## config.mk

```make
export PLATFORM = sky130hd
export DESIGN_NAME = ndiv_glide_ctrl
export DESIGN_NICKNAME = d
export VERILOG_FILES = /design/src/rtl/ndiv_glide_pkg.sv /design/src/rtl/ndiv_glide_sync.sv /design/src/rtl/ndiv_glide_pollcnt.sv /design/src/rtl/ndiv_glide_ctrl.sv
export SDC_FILE = /design/constraint.sdc
export NUM_CORES = 1
export LEC_CHECK = 0
export BUFFER_PORTS_ARGS = -buffer_cell sky130_fd_sc_hd__buf_4
export CAP_MARGIN = 20
export CORE_MARGIN = 2
export CORE_UTILIZATION = 51
export DETAILED_ROUTE_END_ITERATION = 8
export GPL_TIMING_DRIVEN = 0
export PLACE_DENSITY_LB_ADDON = 0.25
export SYNTH_ARGS = -nofsm -noshare
export SYNTH_HDL_FRONTEND = slang
export SYNTH_SLANG_ARGS = --single-unit
```

## constraint.sdc

```tcl
create_clock -name clk -period 2.09 [get_ports clk]
set_clock_uncertainty 0.05 [all_clocks]
set_input_delay 0.209 -clock clk [delete_from_list [all_inputs] [get_ports clk]]
set_output_delay 0.209 -clock clk [all_outputs]
set_load 0.05 [all_outputs]
```

## src/rtl/ndiv_glide_pkg.sv

```systemverilog
package ndiv_glide_pkg;

    typedef enum logic [1:0] {
        GL_IDLE   = 2'd0,
        GL_SETTLE = 2'd1,
        GL_APPLY  = 2'd2,
        GL_POLL   = 2'd3
    } glide_state_t;

endpackage

```

## src/rtl/ndiv_glide_sync.sv

```systemverilog
module ndiv_glide_sync #(
    parameter int STAGES = 2
) (
    input  logic clk,
    input  logic rst_n,
    input  logic d_async,
    output logic q_sync
);
    logic [STAGES-1:0] chain;

    always_ff @(posedge clk or negedge rst_n) begin
        if (!rst_n) chain <= '0;
        else        chain <= {chain[STAGES-2:0], d_async};
    end

    assign q_sync = chain[STAGES-1];
endmodule

```

## src/rtl/ndiv_glide_pollcnt.sv

```systemverilog
module ndiv_glide_pollcnt #(
    parameter int MAX_POLLS = 500
) (
    input  logic clk,
    input  logic rst_n,
    input  logic clr,
    input  logic inc,
    output logic last
);
    localparam int CNT_W = (MAX_POLLS > 1) ? $clog2(MAX_POLLS) : 1;
    localparam logic [CNT_W-1:0] LAST_VAL = CNT_W'(MAX_POLLS - 1);

    logic [CNT_W-1:0] cnt;

    always_ff @(posedge clk or negedge rst_n) begin
        if (!rst_n)   cnt <= '0;
        else if (clr) cnt <= '0;
        else if (inc) cnt <= cnt + 1'b1;
    end

    assign last = (cnt == LAST_VAL);

    // the sample budget is never stepped past its final slot
    assert_no_wrap_R7: assert property (@(posedge clk) disable iff (!rst_n)
        inc |-> !last);
endmodule

```

## src/rtl/ndiv_glide_ctrl.sv

```systemverilog
module ndiv_glide_ctrl
    import ndiv_glide_pkg::*;
#(
    parameter int N_W = 8,
    parameter int STEP_W = 8,
    parameter logic [STEP_W-1:0] STEP_A_VAL = 8'h2B,
    parameter logic [STEP_W-1:0] STEP_B_VAL = 8'h0B,
    parameter int MAX_POLLS = 500,
    parameter int SYNC_STAGES = 2
) (
    input  logic              clk,
    input  logic              rst_n,
    input  logic              start,
    input  logic [N_W-1:0]    n_target,
    input  logic [N_W-1:0]    n_current,
    input  logic              tick_us,
    input  logic              ramp_done_async,
    output logic [STEP_W-1:0] step_a,
    output logic [STEP_W-1:0] step_b,
    output logic              slow_en,
    output logic [N_W-1:0]    ndiv_out,
    output logic              ndiv_wr,
    output logic              ramp_en,
    output logic              busy,
    output logic              done,
    output logic              timeout_err
);
    glide_state_t state, state_nx;
    logic [N_W-1:0] tgt_q;
    logic ramp_seen, poll_last;
    logic same_req, accept, write_n, arm_ramp, sample, finish, fail;

    ndiv_glide_sync #(.STAGES(SYNC_STAGES)) u_sync (
        .clk(clk), .rst_n(rst_n), .d_async(ramp_done_async), .q_sync(ramp_seen));

    ndiv_glide_pollcnt #(.MAX_POLLS(MAX_POLLS)) u_cnt (
        .clk(clk), .rst_n(rst_n), .clr(arm_ramp), .inc(sample && !finish),
        .last(poll_last));

    assign same_req = (state == GL_IDLE) && start && (n_target == n_current);
    assign accept   = (state == GL_IDLE) && start && (n_target != n_current);
    assign write_n  = (state == GL_SETTLE) && tick_us;
    assign arm_ramp = (state == GL_APPLY) && tick_us;
    assign sample   = (state == GL_POLL) && tick_us;
    assign finish   = sample && (ramp_seen || poll_last);
    assign fail     = sample && !ramp_seen && poll_last;

    always_comb begin
        state_nx = state;
        unique case (state)
            GL_IDLE:   if (accept)   state_nx = GL_SETTLE;
            GL_SETTLE: if (write_n)  state_nx = GL_APPLY;
            GL_APPLY:  if (arm_ramp) state_nx = GL_POLL;
            GL_POLL:   if (finish)   state_nx = GL_IDLE;
            default:                 state_nx = GL_IDLE;
        endcase
    end

    always_ff @(posedge clk or negedge rst_n) begin
        if (!rst_n) state <= GL_IDLE;
        else        state <= state_nx;
    end

    always_ff @(posedge clk or negedge rst_n) begin
        if (!rst_n) begin
            step_a      <= '0;
            step_b      <= '0;
            slow_en     <= 1'b0;
            ndiv_out    <= '0;
            ndiv_wr     <= 1'b0;
            ramp_en     <= 1'b0;
            busy        <= 1'b0;
            done        <= 1'b0;
            timeout_err <= 1'b0;
            tgt_q       <= '0;
        end else begin
            done        <= same_req || finish;
            timeout_err <= fail;
            ndiv_wr     <= write_n;
            if (accept) begin
                step_a  <= STEP_A_VAL;
                step_b  <= STEP_B_VAL;
                slow_en <= 1'b1;
                busy    <= 1'b1;
                tgt_q   <= n_target;
            end
            if (write_n)  ndiv_out <= tgt_q;
            if (arm_ramp) ramp_en  <= 1'b1;
            if (finish) begin
                slow_en <= 1'b0;
                ramp_en <= 1'b0;
                busy    <= 1'b0;
            end
        end
    end

    // a request for the N already present completes quietly
    assert_same_quiet_R1: assert property (@(posedge clk) disable iff (!rst_n)
        same_req |=> done && !busy && !ndiv_wr && $stable(ndiv_out) && $stable(slow_en));

    // N is only written while slowdown is on and the ramp is not yet enabled
    assert_write_in_slow_R3: assert property (@(posedge clk) disable iff (!rst_n)
        ndiv_wr |-> slow_en && !ramp_en);

    // the ramp is only enabled with slowdown already active
    assert_ramp_after_slow_R5: assert property (@(posedge clk) disable iff (!rst_n)
        $rose(ramp_en) |-> slow_en && $past(slow_en));

    // slowdown and ramp enable drop in the same cycle, together with done
    assert_exit_together_R6: assert property (@(posedge clk) disable iff (!rst_n)
        $fell(slow_en) |-> $fell(ramp_en) && done && !busy);

    // a timeout is only reported as part of a completion
    assert_err_with_done_R7: assert property (@(posedge clk) disable iff (!rst_n)
        timeout_err |-> done);

    // a start while busy leaves the latched request alone
    assert_ignore_busy_R8: assert property (@(posedge clk) disable iff (!rst_n)
        (state != GL_IDLE) && start |=> $stable(tgt_q));
endmodule

```

==> results of run 1 <==
synth_stat cells:
master,number
dfrtp_1,35
nor2_1,20
buf_4,16
xor2_1,12
mux2_2,8
mux2_4,8
nand2_1,7
ha_1,6
nand3_1,5
inv_1,4
xnor2_1,4
a21oi_1,3
mux2i_1,2
o22ai_1,2
a31oi_4,1
and2_1,1
and3_1,1
and4_1,1
and4bb_2,1
clkbuf_1,1
conb_1,1
mux2_1,1
nand3b_1,1
nor3_1,1
nor3_2,1
nor4_4,1
o21ai_2,1
or2_1,1
or2_2,1
power breakdown:
part	switching, W	total (W)	leakage, nW	internal [W]
clock	0.000221	0.000503	0.0482	0.000283
combinational	0.000795	0.00134	0.625	0.000543
sequential	0.000138	0.00104	0.434	0.000903
area by class of cell:
cell class | instances | area share
clock buffer | 6 | 0.02279
clock inverter | 2 | 0.01556
buffer | 17 | 0.05503
tap | 46 | 0.02557
timing repair buffer | 43 | 0.1456
sequential | 35 | 0.3891
multi-input combinational | 99 | 0.3396
inverter | 4 | 0.006670
registers in the layout, summed over array words and instances, names as in the netlist, 2 cells and up:
name          flops
state             2
u_sync.chain      2
u_cnt.cnt         9
ndiv_out          8
tgt_q             8
worst min path at each step:
stage | from | endpoint | slack [ns]
after floorplan | rst_n | busy$_DFFE_PN0P_ | -0.14
after global placement | rst_n | step_a[0]$_DFFE_PN0P_ | 0.13
after detailed placement | rst_n | u_cnt.cnt[4]$_DFFE_PN0P_ | 0.13
after CTS | n_target[1] | tgt_q[1]$_DFFE_PN0P_ | 0.05
after global routing | n_target[1] | tgt_q[1]$_DFFE_PN0P_ | 0.03
final | n_target[1] | tgt_q[1]$_DFFE_PN0P_ | 0.06
per-layer routing:
| metal | wire (um) | track usage |
|---|---|---|
| met5 | 0 | 0 |
| met4 | 49 | 0.07222 |
| met2 | 1681 | 0.3132 |
| met1 | 1266 | 0.2105 |
| met3 | 171 | 0.04865 |
stage by stage:
stage,utilization,hold slack [ns],instance area [sq um],instances
after floorplan,-,-0.1366,1779,155
after global placement,0.6478,0.1288,2145,242
after detailed placement,0.6478,0.1329,2145,242
after CTS,0.6799,0.04797,2251,252
after global routing,0.6799,0.03034,2251,252
final,0.6799,0.06018,2251,252
repair_timing:
item / 4_1_cts / 5_1_grt
endpoints found under the hold margin: 36 / 0
endpoints found under the setup margin: 0 / 0
hold buffers: 2 / 0
buffers inserted: 0 / 0
worst register-to-register path, cell delays in order, from the launching register on:
cell	delay, ns
dfrtp_1	0.42
ha_1	0.24
and4bb_2	0.26
a21oi_1	0.24
a21oi_1	0.12
o21ai_2	0.09
mux2_1	0.33
cells by family (layout without fill, tap and decap cells):
logic type	Yosys count	after routing	synth area share
flip-flops	35	35	0.5007
adder cells (fa/ha/maj)	6	6	0.04292
XOR/XNOR	16	16	0.08011
AND/OR/NAND/NOR	42	42	0.1238
AO/OA/AOI/OAI	7	7	0.03290
other	1	9	0.002144
multiplexers	19	19	0.1381
buffers and inverters	21	72	0.07940
==> flow_metrics.py, run 1 <==
metrics = {
    "clock_network": {
        "clockBufferDepth": 2,
        "insertion_delay_ns": 0.34,
        "tritoncts": "built",
        "root_buffer": "clkbuf_4",
        "path_clk_slew_ns": 0.10,
        "ctsResizeCount": 0,
        "numCtsBuffers": 5,
        "htreeDepth": 2,
        "clock_sinks": 35,
    },
    "floorplan": {
        "core_area_sq_um": 3311,
        "rows": 21,
        "die_w_um": 62.57,
        "die_h_um": 62.57,
        "ios": 51,
        "initial_utilization": 0.5283,
        "die_area_sq_um": 3914,
    },
    "run": {
        "drv_cap": 0,
    },
    "global_route": {
        "overflow": 0,
        "track_usage": 0.1800,
        "grt_pass1_vias": 1213,
        "grt_max_degree": 36,
        "antenna_found_initial": 0,
        "grt_pass1_wl_mm": 5.451,
    },
    "timing": {
        "final.setup.tns_ns": 0,
        "fin_crit_ns": 1.844,
        "finalSetupViolCount": 0,
        "rsz0062_at_grt": "no",
        "layout_setup_ws_ns": 0.2459,
        "hold_viol": 0,
        "post-route-period-util": 0.8823,
        "max_freq_mhz": 542.3,
        "drv_slew": 0,
    },
    "drt": {
        "wl_per_cell_um": 12.57,
        "first_iter_violations": 50,
        "wl_mm": 3.168,
        "vias_per_cell": 4.659,
        "vias": 1174,
        "drtPass1Iterations": 4,
        "post-route-drc-count": 0,
        "ant_nets": 0,
    },
    "synth": {
        "yosysSeqAreaShare": 0.5007,
        "synth_area_per_cell_sq_um": 11.90,
        "syn-cell-area_sq_um": 1749,
        "ys_seq_elements": 35,
        "synth_area_leaders": "dfrtp_1 50%, buf_4 6.9%, mux2_4 6.9%",
        "ys_types": 29,
        "ys_warn_count": 0,
        "netlist_instances": 147,
        "yosysTopAreaCell": "dfrtp_1",
        "netlist.area_leader.share": 0.5007,
    },
    "setup_path": {
        "critPathKind": "flip-flop to flip-flop",
        "cp_data_required_time_ns": 2.27,
        "crit_path_top_delay_cell": "dfrtp_1",
        "r2r_cells": 6,
        "cp_max_fo": 3,
        "regToRegStartpoint": "u_cnt.cnt[0]$_DFFE_PN0P_",
        "cp_cell_sequence": "ha_1, and4bb_2, a21oi_1, a21oi_1, o21ai_2, mux2_1",
        "cp-start-kind": "flip-flop",
        "path_buf_inv": 0,
        "r2r_slack_ns": 0.25,
        "arrival_ns": 2.02,
        "crit_family": "compound AO/OA/AOI/OAI gates",
        "setup.worst_path.end": "state[1]$_DFFE_PN0P_",
        "cp-startpoint": "u_cnt.cnt[0]$_DFFE_PN0P_",
        "cp-end-kind": "flip-flop",
        "critPathMaxStageDelay_ns": 0.42,
        "r2r-end": "state[1]$_DFFE_PN0P_",
        "crit_top_cell": "a21oi_1",
        "cp_num_cells": 6,
    },
    "layout": {
        "diodes": 0,
        "final_common_cell": "buf_4",
        "final_nets": 232,
        "multi_input_area_sq_um": 764.5,
        "final_cell_mix": "57 x buf_4, 35 x dfrtp_1, 20 x nor2_1, 12 x xor2_1, 9 x conb_1",
        "drive_gt1_frac": 0.4223,
        "nFillCells": 271,
        "area_growth_pct": 28.68,
        "seqCellArea_sq_um": 875.8,
    },
    "worst_hold_path": {
        "worstHoldPathType": "input pin to flip-flop",
        "whs_path_depth": 2,
    },
    "placed_design": {
        "place_hpwl_mm": 2.424,
        "io_buffers": 41,
        "place_congestion": 0.8573,
        "place_ws_ns": 0.2647,
    },
    "pwr": {
        "finalPower_w": 0.002882,
        "p_leak_nw": 1.106,
        "ir_drop_mv": 0.7218,
        "power_density_nw_per_um2": 1280,
    },
    "status": {
        "status": "completed",
    },
}
No activity file was read; power rests on OpenSTA's default activity.
==> run 2: changes to the inputs <==
CORE_UTILIZATION = 25   (was 51)
==> flow_metrics.py, run 2 (synthesis gave the netlist of run 1 again) <==
metrics = {
    "status": {
        "status": "completed",
    },
    "drt": {
        "drtPass1Iterations": 2,
        "wl_per_cell_um": 10.58,
        "wl_mm": 3.195,
        "vias": 1125,
        "ant_nets": 0,
        "vias_per_cell": 3.725,
        "post-route-drc-count": 0,
        "first_iter_violations": 45,
    },
    "timing": {
        "layout_setup_ws_ns": 0.2393,
        "fin_crit_ns": 1.851,
        "final.setup.tns_ns": 0,
        "max_freq_mhz": 540.3,
        "finalSetupViolCount": 0,
        "hold_viol": 0,
        "post-route-period-util": 0.8855,
        "slew_headroom": 0.6606,
        "worst_pin_slew_ns": 0.5078,
        "drv_slew": 0,
        "rsz0062_at_grt": "no",
    },
    "clock_network": {
        "clockBufferDepth": 2,
        "clock_sinks": 35,
        "root_buffer": "clkbuf_8",
        "numCtsBuffers": 5,
        "postCtsSetupRepairBufs": 0,
        "htreeDepth": 2,
        "path_clk_slew_ns": 0.07,
        "insertion_delay_ns": 0.28,
        "tritoncts": "built",
    },
    "placed_design": {
        "dpl_cell_area_sq_um": 2207,
        "place_congestion": 0.6912,
        "place_hpwl_mm": 2.288,
        "placed_cells": 292,
        "place_ws_ns": 0.2353,
        "io_buffers": 41,
    },
    "setup_path": {
        "critPathMaxStageDelay_ns": 0.41,
        "cp_cell_sequence": "ha_1, and4bb_2, a21oi_1, a21oi_1, o21ai_2, mux2_1",
        "crit_path_top_delay_cell": "dfrtp_1",
        "regToRegStartpoint": "u_cnt.cnt[0]$_DFFE_PN0P_",
        "critPathKind": "flip-flop to flip-flop",
        "cp-start-kind": "flip-flop",
        "cp_num_cells": 6,
        "cp-end-kind": "flip-flop",
        "r2r-end": "state[1]$_DFFE_PN0P_",
        "r2r_cells": 6,
        "r2r_slack_ns": 0.24,
        "cp_data_required_time_ns": 2.21,
        "arrival_ns": 1.97,
        "crit_family": "compound AO/OA/AOI/OAI gates",
        "crit_top_cell": "a21oi_1",
        "path_buf_inv": 0,
        "cp_max_fo": 3,
    },
    "pwr": {
        "power_density_nw_per_um2": 1246,
        "ir_drop_mv": 0.5649,
        "p_leak_nw": 1.109,
    },
    "floorplan": {
        "ios": 51,
        "initial_utilization": 0.2575,
        "die_area_sq_um": 7682,
        "die_h_um": 87.65,
        "die_w_um": 87.65,
        "core_area_sq_um": 6794,
        "rows": 30,
    },
    "run": {
        "drv_cap": 0,
    },
    "layout": {
        "finalNonFillerCells": 302,
        "area_growth_pct": 33.26,
        "final_common_cell": "buf_4",
        "diodes": 0,
        "final_cell_mix": "57 x buf_4, 35 x dfrtp_1, 20 x nor2_1, 12 x xor2_1, 9 x conb_1",
        "largest_register_ffs": 9,
        "top_register": "u_cnt.cnt",
        "reg_top3": "u_cnt.cnt (9), ndiv_out (8), tgt_q (8)",
        "final_nets": 232,
        "drive_gt1_frac": 0.4223,
        "final_area_sq_um": 2331,
        "final_core_util": 0.3431,
    },
    "worst_hold_path": {
        "worstHoldPathType": "input pin to flip-flop",
        "whs_path_depth": 2,
        "worst_hold_startpoint": "n_target[3]",
        "holdPathEnd": "tgt_q[3]$_DFFE_PN0P_",
    },
    "global_route": {
        "grt_pass1_wl_mm": 5.333,
        "track_usage": 0.09068,
        "grt_pass1_vias": 1123,
        "grt_max_degree": 36,
        "antenna_found_initial": 0,
        "overflow": 0,
    },
}
run 2: cell types whose count changed in the layout (fill, tap and decap cells not counted):
cell,previous run,this run
clkbuf_8,1,7
clkbuf_4,5,0
bufinv_16,1,0
clkinv_2,1,0
clkinvlp_4,0,1
run 2: area by class of cell:
type	instances	area, sq um
well taps	96	120.1
clock buffers	7	96.34
inverters	4	15.01
clock inverters	1	7.507
fillers	692	4463
multi-input cells	99	764.5
repair buffers	43	327.8
plain buffers	17	123.9
flip-flops and latches	35	875.8
run 2: report_power, final:
group | internal (W) | switching (W) | leakage, nW
clock | 0.000300 | 0.000252 | 0.0505
sequential | 0.000904 | 0.000131 | 0.434
combinational | 0.000540 | 0.000778 | 0.625
run 2: stage by stage:
| step | total power, W | hold WS [ns] |
|---|---|---|
| after floorplan | 0.002021 | -0.1366 |
| after global placement | 0.002369 | 0.1483 |
| after detailed placement | 0.002381 | 0.1463 |
| after CTS | 0.002946 | 0.1062 |
| after global routing | 0.003085 | 0.1027 |
| final | 0.002905 | 0.1173 |
run 2: worst max path at each step:
| stage | to | startpoint | slack, ns |
|---|---|---|---|
| 2_1_floorplan | state[1]$_DFFE_PN0P_ | u_cnt.cnt[0]$_DFFE_PN0P_ | 0.36 |
| 4_1_cts | state[1]$_DFFE_PN0P_ | u_cnt.cnt[0]$_DFFE_PN0P_ | 0.23 |
| 5_1_grt | state[1]$_DFFE_PN0P_ | u_cnt.cnt[0]$_DFFE_PN0P_ | 0.14 |
| 3_3_place_gp | state[1]$_DFFE_PN0P_ | u_cnt.cnt[0]$_DFFE_PN0P_ | 0.23 |
| 6_report | state[1]$_DFFE_PN0P_ | u_cnt.cnt[0]$_DFFE_PN0P_ | 0.24 |
| 3_5_place_dp | state[1]$_DFFE_PN0P_ | u_cnt.cnt[0]$_DFFE_PN0P_ | 0.24 |
run 2: timing repair:
| action | in CTS | in global routing |
|---|---|---|
| resized for setup | 0 | 0 |
| hold endpoints to repair | 36 | 0 |
| hold buffers | 2 | 0 |
run 2: routing by layer:
metal	global-route usage	vias up	part of all wire
met5	0	-	0
met4	0.02517	0	0.0025
met3	0.03864	2	0.071
met2	0.1426	35	0.47
met1	0.1146	514	0.45
li1	-	574	-
